==> config.mk <==
export PLATFORM = sky130hd
export DESIGN_NAME = irq_level_encoder
export DESIGN_NICKNAME = d
export VERILOG_FILES = /design/src/rtl/irq_enc_pkg.sv /design/src/rtl/irq_prio_enc.sv /design/src/rtl/irq_mask_cmp.sv /design/src/rtl/irq_ack_fsm.sv /design/src/rtl/irq_level_encoder.sv
export SDC_FILE = /design/constraint.sdc
export NUM_CORES = 1
export LEC_CHECK = 0
export ABC_AREA = 1
export BUFFER_PORTS_ARGS = -buffer_cell sky130_fd_sc_hd__buf_2
export CAP_MARGIN = 10
export CELL_PAD_IN_SITES_DETAIL_PLACEMENT = 1
export CELL_PAD_IN_SITES_GLOBAL_PLACEMENT = 1
export CORE_MARGIN = 8
export CORE_UTILIZATION = 34
export DETAILED_ROUTE_END_ITERATION = 8
export GPL_ROUTABILITY_DRIVEN = 0
export PLACE_DENSITY_LB_ADDON = 0.1
export SETUP_SLACK_MARGIN = 0.3
export SYNTH_ARGS = -nofsm -noshare
export SYNTH_HDL_FRONTEND = slang
export SYNTH_SLANG_ARGS = --single-unit
==> constraint.sdc <==
create_clock -name clk -period 2 [get_ports clk]
set_clock_uncertainty 0.15 [all_clocks]
set_input_delay 0.2 -clock clk [delete_from_list [all_inputs] [get_ports clk]]
set_output_delay 0.2 -clock clk [all_outputs]
set_load 0.1 [all_outputs]
==> src/rtl/irq_enc_pkg.sv <==
package irq_enc_pkg;

    typedef enum logic [1:0] {
        ST_IDLE = 2'd0,
        ST_ACK  = 2'd1,
        ST_DONE = 2'd2
    } ack_state_t;

    localparam logic [1:0] KIND_DEV    = 2'b00;
    localparam logic [1:0] KIND_UNINIT = 2'b01;
    localparam logic [1:0] KIND_SPUR   = 2'b10;

endpackage

==> src/rtl/irq_prio_enc.sv <==
module irq_prio_enc #(
    parameter int NREQ = 7,
    parameter int LW   = 3
) (
    input  logic            clk,
    input  logic            rst_n,
    input  logic [NREQ-1:0] req,
    output logic [LW-1:0]   lvl_q
);

    logic [LW-1:0] lvl_d;

    // highest index wins because later iterations overwrite earlier ones
    always_comb begin
        lvl_d = '0;
        for (int i = 0; i < NREQ; i++) begin
            if (req[i]) begin
                lvl_d = LW'(i + 1);
            end
        end
    end

    always_ff @(posedge clk or negedge rst_n) begin
        if (!rst_n) begin
            lvl_q <= '0;
        end else begin
            lvl_q <= lvl_d;
        end
    end

endmodule

==> src/rtl/irq_mask_cmp.sv <==
module irq_mask_cmp #(
    parameter int NREQ = 7,
    parameter int LW   = 3
) (
    input  logic [LW-1:0] lvl,
    input  logic [LW-1:0] mask,
    output logic          pend
);

    localparam logic [LW-1:0] TOP_LVL = LW'(NREQ);

    always_comb begin
        if (lvl == TOP_LVL) begin
            pend = 1'b1;
        end else begin
            pend = (lvl > mask);
        end
    end

endmodule

==> src/rtl/irq_ack_fsm.sv <==
module irq_ack_fsm
    import irq_enc_pkg::*;
#(
    parameter int          LW         = 3,
    parameter int          VW         = 8,
    parameter int          TIMEOUT    = 16,
    parameter logic [7:0]  UNINIT_VEC = 8'h0F,
    parameter logic [7:0]  SPUR_VEC   = 8'h18
) (
    input  logic          clk,
    input  logic          rst_n,
    input  logic          pend,
    input  logic          take,
    input  logic [LW-1:0] lvl,
    input  logic          dev_valid,
    input  logic [VW-1:0] dev_vector,
    output logic          iack,
    output logic [LW-1:0] ack_level,
    output logic          vec_valid,
    output logic [VW-1:0] vec_out,
    output logic [1:0]    vec_kind,
    output logic [LW-1:0] mask_new
);

    localparam int CW = (TIMEOUT > 1) ? $clog2(TIMEOUT) : 1;
    localparam logic [CW-1:0] CNT_LAST = CW'(TIMEOUT - 1);
    localparam logic [VW-1:0] UNINIT_V = VW'(UNINIT_VEC);
    localparam logic [VW-1:0] SPUR_V   = VW'(SPUR_VEC);

    ack_state_t    state_q, state_d;
    logic [CW-1:0] cnt_q;
    logic [LW-1:0] lvl_lat_q;
    logic [LW-1:0] mask_q;
    logic [VW-1:0] vec_q;
    logic [1:0]    kind_q;
    logic          accept;
    logic          expire;

    assign accept = pend && take;
    assign expire = (cnt_q == CNT_LAST);

    // state register
    always_ff @(posedge clk or negedge rst_n) begin
        if (!rst_n) begin
            state_q <= ST_IDLE;
        end else begin
            state_q <= state_d;
        end
    end

    // transitions: accept, respond, time out, finish
    always_comb begin
        state_d = state_q;
        unique case (state_q)
            ST_IDLE: if (accept) state_d = ST_ACK;
            ST_ACK:  if (dev_valid || expire) state_d = ST_DONE;
            ST_DONE: state_d = ST_IDLE;
            default: state_d = ST_IDLE;
        endcase
    end

    // datapath registers
    always_ff @(posedge clk or negedge rst_n) begin
        if (!rst_n) begin
            cnt_q     <= '0;
            lvl_lat_q <= '0;
            mask_q    <= '0;
            vec_q     <= '0;
            kind_q    <= KIND_DEV;
        end else begin
            unique case (state_q)
                ST_IDLE: begin
                    if (accept) begin
                        lvl_lat_q <= lvl;
                        cnt_q     <= '0;
                    end
                end
                ST_ACK: begin
                    if (dev_valid) begin
                        vec_q  <= dev_vector;
                        kind_q <= (dev_vector == UNINIT_V) ? KIND_UNINIT : KIND_DEV;
                        mask_q <= lvl_lat_q;
                    end else if (expire) begin
                        vec_q  <= SPUR_V;
                        kind_q <= KIND_SPUR;
                        mask_q <= lvl_lat_q;
                    end else begin
                        cnt_q <= cnt_q + 1'b1;
                    end
                end
                ST_DONE: begin
                    cnt_q <= '0;
                end
                default: begin
                    cnt_q <= '0;
                end
            endcase
        end
    end

    // outputs
    always_comb begin
        iack      = 1'b0;
        vec_valid = 1'b0;
        unique case (state_q)
            ST_IDLE: ;
            ST_ACK:  iack = 1'b1;
            ST_DONE: vec_valid = 1'b1;
            default: ;
        endcase
        ack_level = lvl_lat_q;
        vec_out   = vec_q;
        vec_kind  = kind_q;
        mask_new  = mask_q;
    end

endmodule

==> src/rtl/irq_level_encoder.sv <==
module irq_level_encoder #(
    parameter int         NREQ       = 7,
    parameter int         LW         = 3,
    parameter int         VW         = 8,
    parameter int         TIMEOUT    = 16,
    parameter logic [7:0] UNINIT_VEC = 8'h0F,
    parameter logic [7:0] SPUR_VEC   = 8'h18
) (
    input  logic            clk,
    input  logic            rst_n,
    input  logic [NREQ-1:0] irq_req,
    input  logic [LW-1:0]   sr_mask,
    input  logic            cpu_take,
    input  logic            dev_valid,
    input  logic [VW-1:0]   dev_vector,
    output logic [LW-1:0]   ipl_n,
    output logic            int_pend,
    output logic            iack,
    output logic [LW-1:0]   ack_level,
    output logic            vec_valid,
    output logic [VW-1:0]   vec_out,
    output logic [1:0]      vec_kind,
    output logic [LW-1:0]   mask_new
);

    logic [LW-1:0] lvl_q;

    irq_prio_enc #(
        .NREQ (NREQ),
        .LW   (LW)
    ) u_enc (
        .clk   (clk),
        .rst_n (rst_n),
        .req   (irq_req),
        .lvl_q (lvl_q)
    );

    assign ipl_n = ~lvl_q;

    irq_mask_cmp #(
        .NREQ (NREQ),
        .LW   (LW)
    ) u_cmp (
        .lvl  (lvl_q),
        .mask (sr_mask),
        .pend (int_pend)
    );

    irq_ack_fsm #(
        .LW         (LW),
        .VW         (VW),
        .TIMEOUT    (TIMEOUT),
        .UNINIT_VEC (UNINIT_VEC),
        .SPUR_VEC   (SPUR_VEC)
    ) u_fsm (
        .clk        (clk),
        .rst_n      (rst_n),
        .pend       (int_pend),
        .take       (cpu_take),
        .lvl        (lvl_q),
        .dev_valid  (dev_valid),
        .dev_vector (dev_vector),
        .iack       (iack),
        .ack_level  (ack_level),
        .vec_valid  (vec_valid),
        .vec_out    (vec_out),
        .vec_kind   (vec_kind),
        .mask_new   (mask_new)
    );

endmodule

==> results of run 1 <==
## cell families after synthesis
logic type | Yosys count
simple gates | 56
flops | 25
buf+inv | 23
xor+xnor | 1
fa+ha+maj | 4
compound gates | 21
## report_power, final
group          internal, mW  total [mW]  switching (mW)
clock                0.0747       0.227           0.152
combinational         0.389        1.96            1.57
sequential            0.677       0.792           0.115
total                  1.14        2.98            1.84
## cell type report
cell class / count / area [µm²]
Fill cell: 391 / 1460
Sequential cell: 25 / 626
Multi-Input combinational cell: 82 / 574
Timing Repair Buffer: 65 / 477
Inverter: 22 / 88.8
Tap cell: 46 / 57.6
Clock buffer: 3 / 22.5
Clock inverter: 1 / 5.00
## per-stage QoR
step	setup TNS [ns]	utilization, %
3_3_place_gp	0	45.4
3_5_place_dp	0	45.4
5_1_grt	0	55.9
2_1_floorplan	-1.33	-
6_report	0	55.9
4_1_cts	0	52.1
## critical path: stages, from the launching register on
cell     delay [ns]
dfrtp_1        0.43
ha_4           0.25
a21oi_2        0.18
nand2_2        0.08
nand2_4        0.08
nand2_8        0.05
buf_12         0.17
## sequential cells by signal (all words and copies together) (netlist names)
name	cells
u_enc.lvl_q	3
u_fsm.state_q	2
u_fsm.vec_out	8
u_fsm.cnt_q	4
u_fsm.vec_kind	2
u_fsm.mask_new	3
u_fsm.ack_level	3
## layer usage
metal | track usage, % | wire length, µm
met2 | 24.0 | 1810
met1 | 15.8 | 1470
met5 | 0 | 0
met3 | 4.72 | 312
met4 | 2.61 | 19
## repair_timing
action	CTS	global route
pin swaps	6	5
hold buffers	10	1
buffers inserted	3	7
gates resized for setup	13	17
endpoints found under the setup margin	7	19
hold endpoints to repair	32	1
## synth_stat cells, drive strengths merged
library cell	count	area, µm²
nor2	9	38.8
dfrtp	25	626
xor2	1	8.76
o211ai	1	7.51
o22a	1	10.0
nand3	11	55.1
nand2	33	141
o21bai	1	7.51
nor4	2	12.5
a21oi	4	20.0
inv	22	82.6
o21ai	11	58.8
buf	1	11.3
nand4	1	6.26
a22o	3	30.0
ha	4	50.1
## final timing paths
check	slack, ns	endpoint	cells past startpoint	startpoint
worst max-delay path	0.09	int_pend	6	u_enc.lvl_q[2]
worst min register to register	0.35	u_fsm.mask_new[1]	2	u_fsm.mask_new[1]
worst min-delay path	-0.0003	u_fsm.vec_out[3]	3	dev_vector[3]
max in group asynchronous	1.07	u_fsm.vec_out[3]	2	rst_n
min in group asynchronous	0.25	u_fsm.vec_kind[0]	2	rst_n
worst max register to register	0.13	u_fsm.cnt_q[3]	12	u_enc.lvl_q[2]
==> out/qor.yml, run 1 <==
outcome:
  status: "finished with violations"
  failed_checks: "negative hold slack"
timing:
  relSlewSlack_pct: 62.0
  setup_viol: 0
  final_max_slew_viol_count: 0
  clock.fmax_ghz: 0.525
  worst_slack_ns: 0.0941
  whs_ns: -0.000337
  hold_violations: 1
  worst_pin_slew_ns: 0.569
  finalCriticalPeriod_ns: 1.91
  rsz0062_at_grt: "yes"
  finalCritPeriodShare_pct: 95.3
global_route:
  track_usage_pct: 13.7
  grt_pass1_vias: 1267
  grt_max_degree: 26
  grt.overflow.total: 0
  grt_pass1_wl_mm: 5.98
  antenna_found_initial: 0
critical_path:
  crit_path_end_kind: "primary output"
  worstSetupPathType: "reg2out"
  worstPathArrival_ns: 1.56
  cp_data_required_time_ns: 1.65
  crit_path_max_fanout: 3
  critPathLaunchType: "register"
final_layout:
  syn2layout_area_growth_pct: 58.7
  layout_commonest_cell: "buf_2"
  fin_cells: 244
  layout.nets: 225
  antenna_cells: 0
  fin_area_um2: 1850
  layout-drive-gt1-share_pct: 45.5
  layout_common_cells: "buf_2 (37), dfrtp_1 (25), nand2_1 (19)"
cts:
  cts_tree: "built"
  path_clk_slew_ns: 0.14
  cts_buffer_depth: 2
  clock-sinks: 25
  htreeDepth: 1
  cts_buffers: 3
  cts-root-buf: "clkbuf_4"
  clkLatencyLatePin_ns: 0.31
die:
  core_um2: 3310
  dieArea_um2: 5560
  die_w_um: 74.6
  die_y_um: 74.6
  placementRows: 21
  initial_core_util_pct: 35.2
  io_pins: 44
synth:
  synth_warnings: 0
  syn_area_um2: 1170
  synth_top_family_by_area: "simple AND/OR/NAND/NOR gates"
  synth_nets: 156
  synthAdderAreaFrac_pct: 4.29
  avgSynthCellArea_um2: 8.97
  ys_types: 21
  synth_cells: 130
  synth_compound_area_share_pct: 11.5
  synthMuxAreaShare_pct: 0
  synth_seq_area_share_pct: 53.6
  synth-xor-area-share_pct: 0.751
  ys_seq_elements: 25
  synth-simple-area-share_pct: 21.8
pwr:
  leakagePower_nw: 0.957
  ir_worst_vdd_v: 0.000726
  power_density_nw_per_um2: 1610
  power_mw: 2.98
routing:
  routed_wirelength_mm: 3.60
  ant_nets: 0
  vias: 1146
  drtIter0Drc: 11
  viasPerCell: 4.70
  first_pass_iters: 3
  drt-wirelength-per-cell_um: 14.8
  drc_errors: 0
worst_hold_path:
  hold_class: "in2reg"
place:
  place_area_um2: 1500
  port_buffers: 43
  place_ws_ns: 0.264
  place_hpwl_mm: 2.58
  dp_cells: 219
flow_run:
  max_cap_violations: 0
Power figures use the tool's default switching activity.
==> inputs of run 2 (changes only) <==
CORE_MARGIN = unset   (was 8)
==> run 2 against run 1 <==
Non-clock buffer count fell by 1. Sequential share of layout area rose by 0.39 points. Global-route usage rose by 7.1 points. Die area fell by 34%. First-iteration DRC count rose by 55%. The run now ends clean. Cell count fell by 0.82%. Largest power group unchanged. Via count did not move. Routed wire length fell by 5.5%. Largest cell class unchanged. Worst setup slack improved by 0.020 ns. Register-to-register slack improved by 0.05 ns.
==> out/qor.yml, run 2 (same netlist as run 1, synthesis figures left out) <==
cts:
  clkLatencyLatePin_ns: 0.32  # about the same
  clock-sinks: 25  # unchanged
  cts_buffers: 3  # unchanged
  cts-root-buf: "clkbuf_4"
  path_clk_slew_ns: 0.13  # about the same
  cts_tree: "built"
  cts_buffer_depth: 2  # unchanged
  htreeDepth: 1  # unchanged
pwr:
  power_density_nw_per_um2: 1610  # about the same
  leakagePower_nw: 0.940  # -1.7%
  p_sw_share_pct: 61.9  # +0.22 points
  seqPwrFrac_pct: 27.0  # +0.4 points
  ir_worst_vdd_v: 0.00120  # +65%
  power.clock.fraction_pct: 7.8  # +0.2 points
  p_comb_share_pct: 65.2  # -0.6 points
  power_mw: 2.94  # -1.2%
  netSwitchingPower_mw: 1.82  # -0.89%
  p_int_mw: 1.12  # -1.8%
critical_path:
  cp_top_family: "flip-flops"
  crit_path_end_kind: "primary output"
  crit_path_top_delay_cell: "dfrtp_1"
  crit_chain: "clkinvlp_4 > ha_4 > nand3_2 > nand2_4 > nand2_8 > buf_12"
  worstPathArrival_ns: 1.54  # -0.02 ns
  critPathMaxStageDelay_ns: 0.42  # about the same
  crit_path_max_fanout: 2  # -1
  cp_data_required_time_ns: 1.65  # about the same
  critPathLaunchType: "register"
  crit_buf_inv: 2  # +1
  worstSetupPathType: "reg2out"
timing:
  hold_violations: 0  # -1
  worst_pin_slew_ns: 0.573  # +0.00356 ns
  worst_slack_ns: 0.114  # +0.0201 ns
  final_max_slew_viol_count: 0  # unchanged
  whs_ns: 0.0152  # +0.0155 ns
  setup_tns_ns: 0  # unchanged
  relSlewSlack_pct: 61.8  # -0.24 points
  clock.fmax_ghz: 0.530  # +1.1%
  rsz0062_at_grt: "yes"
  finalCriticalPeriod_ns: 1.89  # -0.0201 ns
  setup_viol: 0  # unchanged
  finalCritPeriodShare_pct: 94.3  # -1.0 points
die:
  core_um2: 3150  # -4.8%
  die_w_um: 60.6  # -19%
  placementRows: 20  # -4.8%
  initial_core_util_pct: 37.0  # +1.8 points
  die_y_um: 60.6  # -19%
  io_pins: 44  # unchanged
  dieArea_um2: 3670  # -34%
final_layout:
  layout.nets: 225  # unchanged
  layout-drive-gt1-share_pct: 42.9  # -2.5 points
  multi_input_area_um2: 579  # +0.87%
  num-fill-cells: 381  # -2.6%
  syn2layout_area_growth_pct: 56.9
  seq_area_um2: 626  # unchanged
  largest_register_ffs: 8  # unchanged
  layout_common_cells: "buf_2 (37), dfrtp_1 (25), nand2_1 (21)"
  antenna_cells: 0  # unchanged
  layout_commonest_cell: "buf_2"
global_route:
  grt_pass1_wl_mm: 5.63  # -5.8%
  grt_pass1_vias: 1276  # +0.71%
  antenna_found_initial: 0  # unchanged
  grt.overflow.total: 0  # unchanged
  grt_max_degree: 26  # unchanged
  track_usage_pct: 20.8  # +7.1 points
routing:
  drtIter0Drc: 17  # +6
  drt-wirelength-per-cell_um: 14.1  # -4.7%
  viasPerCell: 4.74  # +0.83%
  first_pass_iters: 4  # +1
  vias: 1146  # unchanged
  drc_errors: 0  # unchanged
  routed_wirelength_mm: 3.41  # -5.5%
  ant_nets: 0  # unchanged
place:
  place_hpwl_mm: 2.29  # -11%
  place_ws_ns: 0.259  # -0.00543 ns
  port_buffers: 43  # unchanged
flow_run:
  max_cap_violations: 0  # unchanged
outcome:
  status: "complete, no violations"
worst_hold_path:
  hold_class: "in2reg"
## run 2: area by class of cell
| class | count | share of cell area (%) |
|---|---|---|
| Clock buffer | 4 | 1.44 |
| Tap cell | 44 | 3.01 |
| Inverter | 22 | 4.99 |
| Multi-Input combinational cell | 83 | 31.7 |
| Timing Repair Buffer | 64 | 24.7 |
| Sequential cell | 25 | 34.2 |
## run 2: power by group through the flow
stage	Combinational, mW	Clock (mW)	Sequential [mW]
floorplan	0.426	0	1.85
global placement	1.75	0	0.796
detailed placement	1.79	0	0.801
CTS	1.84	0.239	0.793
global route	2.01	0.256	0.819
finish	1.92	0.230	0.795
## run 2: routing by layer
layer	GRT usage [%]	wire length [µm]	vias up
met1	24.9	1420	561
met5	0	0	-
met4	3.90	19	0
met3	2.99	125	2
met2	39.6	1850	29
li1	-	-	554
## run 2: stage by stage
step	area (µm²)	std cells	utilization, %
2_1_floorplan	1220	130	-
3_3_place_gp	1490	216	47.3
3_5_place_dp	1490	216	47.3
4_1_cts	1730	239	54.9
5_1_grt	1830	242	58.0
6_report	1830	242	58.0
## run 2: path summary, 6_finish.rpt
path                            slack (ns)           endpoint  depth (start not counted)               from
worst max-delay path                  0.11           int_pend                          6     u_enc.lvl_q[0]
worst min-delay path                  0.02     u_enc.lvl_q[1]                          3         irq_req[1]
max in group asynchronous             1.07     u_enc.lvl_q[0]                          2              rst_n
min in group asynchronous             0.24     u_fsm.cnt_q[3]                          2              rst_n
worst max register to register        0.18     u_fsm.cnt_q[2]                         12     u_enc.lvl_q[0]
worst min register to register        0.35  u_fsm.mask_new[0]                          2  u_fsm.mask_new[0]
## run 2: repair_timing
item                       in CTS  in global routing
buffers inserted                5                  2
hold endpoints to repair       36                  0
setup endpoints to repair       7                 22
gates cloned                    0                  1
hold buffers                   14                  0
pin swaps                       5                  4
gates resized for setup         7                 22
## run 2: tightest hold or removal path: stages
cell,delay (ns)
buf_2,0.09
o211ai_1,0.09
nand3_1,0.07
==> inputs of run 3 (changes only) <==
CORE_UTILIZATION = 37   (was 34)
clock period = 2.3 ns   (was 2 ns; I/O delays follow)
==> run 3 against run 2 <==
Worst setup slack better by 0.26 ns. Cell count down 3.3%. Global-route usage up 1.4 points. Clock-buffer cell count unchanged. Largest cell class unchanged. Largest power group unchanged.
==> out/qor.yml, run 3 (same netlist as run 1, synthesis figures left out) <==
cts:
  clock-sinks: 25  # unchanged
  clkLatencyLatePin_ns: 0.32  # about the same
  cts_buffer_depth: 2  # unchanged
  cts_buffers: 3  # unchanged
  cts_tree: "built"
  cts-root-buf: "clkbuf_4"
  path_clk_slew_ns: 0.14  # about the same
  htreeDepth: 1  # unchanged
pwr:
  power.clock.fraction_pct: 8.1  # +0.3 points
  netSwitchingPower_mw: 1.54  # -15%
  p_comb_share_pct: 63.9  # -1.3 points
  p_int_uw: 922  # -18%
  leakagePower_nw: 0.891  # -5.3%
  ir_worst_vdd_v: 0.000879  # -26%
  p_sw_share_pct: 62.6  # +0.69 points
  power_mw: 2.46  # -16%
  power_density_nw_per_um2: 1460  # -9.2%
  seqPwrFrac_pct: 27.9  # +0.9 points
die:
  die_w_um: 58.1  # -4.0%
  dieArea_um2: 3380  # -7.8%
  io_pins: 44  # unchanged
  core_um2: 3030  # -4.0%
  placementRows: 20  # unchanged
  die_y_um: 58.1  # -4.0%
  initial_core_util_pct: 38.5  # +1.5 points
final_layout:
  layout_commonest_cell: "buf_2"
  antenna_cells: 0  # unchanged
  syn2layout_area_growth_pct: 44.7
  layout_common_cells: "buf_2 (42), nand2_1 (25), dfrtp_1 (25)"
  fin_cells: 234  # -3.3%
  layout.nets: 217  # -3.6%
  fin_area_um2: 1690  # -7.7%
  fin_util_pct: 55.7  # -2.3 points
  largest_register_ffs: 8  # unchanged
  layout-drive-gt1-share_pct: 40.5  # -2.4 points
place:
  dp_cells: 216  # unchanged
  place_ws_ns: 0.434  # +0.175 ns
  place_hpwl_mm: 2.34  # +1.8%
  port_buffers: 43  # unchanged
  place_area_um2: 1480  # -1.0%
worst_hold_path:
  hold_class: "in2reg"
timing:
  clock.fmax_ghz: 0.518
  finalCritPeriodShare_pct: 83.9
  setup_tns_ns: 0  # unchanged
  worst_slack_ns: 0.370  # +0.256 ns
  relSlewSlack_pct: 62.1  # +0.30 points
  whs_ns: 0.00863  # -0.00655 ns
  rsz0062_at_grt: "no"
  hold_violations: 0  # unchanged
  setup_viol: 0  # unchanged
  final_max_slew_viol_count: 0  # unchanged
  finalCriticalPeriod_ns: 1.93
  worst_pin_slew_ns: 0.568  # -0.00444 ns
routing:
  viasPerCell: 4.80  # +1.4%
  drt-wirelength-per-cell_um: 14.1  # about the same
  routed_wirelength_mm: 3.29  # -3.3%
  drtIter0Drc: 43  # +26
  ant_nets: 0  # unchanged
  vias: 1124  # -1.9%
  drc_errors: 0  # unchanged
  first_pass_iters: 4  # unchanged
global_route:
  grt_max_degree: 26  # unchanged
  track_usage_pct: 22.2  # +1.4 points
  antenna_found_initial: 0  # unchanged
  grt.overflow.total: 0  # unchanged
  grt_pass1_wl_mm: 5.50  # -2.3%
  grt_pass1_vias: 1170  # -8.3%
critical_path:
  crit_chain: "clkinvlp_4 > ha_4 > inv_2 > nand3_2 > nand2_2 > nand2_4 > nand2_8 > buf_12"
  critPathLaunchType: "register"
  worstPathArrival_ns: 1.55  # about the same
  crit_path_max_fanout: 3  # +1
  crit_buf_inv: 3  # +1
  cp_data_required_time_ns: 1.92  # +0.27 ns
  crit_path_end_kind: "primary output"
  critPathMaxStageDelay_ns: 0.42  # about the same
  crit_path_top_delay_cell: "dfrtp_1"
  cp_top_family: "flip-flops"
  worstSetupPathType: "reg2out"
outcome:
  status: "complete, no violations"
flow_run:
  max_cap_violations: 0  # unchanged
run 3: cell count changes in the layout (fill, tap and decap cells not counted), sizes merged:
cell / delta
dlygate4sd3: -5
nand2: -1
clkbuf: -2
run 3: power groups by stage:
stage / combinational [mW] / sequential, mW / clock, mW
after CTS: 1.56 / 0.691 / 0.209
final: 1.58 / 0.688 / 0.200
after detailed placement: 1.54 / 0.697 / 0
after global routing: 1.65 / 0.710 / 0.222
after floorplan: 0.369 / 1.61 / 0
after global placement: 1.52 / 0.688 / 0
run 3: worst paths after layout:
| path | startpoint | end | slack, ns | depth (start not counted) |
|---|---|---|---|---|
| setup / recovery | u_enc.lvl_q[0] | int_pend | 0.37 | 8 |
| hold / removal | dev_vector[3] | u_fsm.vec_out[3] | 0.009 | 3 |
| setup reg to reg | u_enc.lvl_q[0] | u_fsm.cnt_q[1] | 0.54 | 13 |
| hold reg to reg | u_fsm.mask_new[1] | u_fsm.mask_new[1] | 0.35 | 2 |
| max in group asynchronous | rst_n | u_enc.lvl_q[0] | 1.36 | 2 |
| min in group asynchronous | rst_n | u_fsm.ack_level[0] | 0.27 | 2 |
run 3: cell type report:
| class | instances | area (µm²) |
|---|---|---|
| fillers | 372 | 1340 |
| flip-flops and latches | 25 | 626 |
| multi-input cells | 82 | 537 |
| repair buffers | 57 | 358 |
| inverters | 22 | 86.3 |
| well taps | 44 | 55.1 |
| clock buffers | 4 | 26.3 |
run 3: worst register-to-register path: cells and delay by family (launching register included):
| kind | cells | cell delay [ns] |
|---|---|---|
| adders and majority gates | 1 | 0.17 |
| buffers and inverters | 3 | 0.29 |
| DFF | 1 | 0.42 |
| and+or+nand+nor | 9 | 0.64 |
run 3: routing by layer:
layer  part of all wire [%]  routed length (µm)  track usage [%]
met5                      0                   0                0
met4                    1.5                  51             9.18
met3                    2.6                  87             2.90
met2                     56                1830             42.0
met1                     40                1320             24.7
run 3: what timing repair did:
item | in CTS | in global routing
pin swaps | 0 | 3
endpoints found under the hold margin | 31 | 0
endpoints found under the setup margin | 1 | 1
gates resized for setup | 5 | 5
cloned | 0 | 0
setup buffers | 2 | 3
hold buffers | 9 | 0
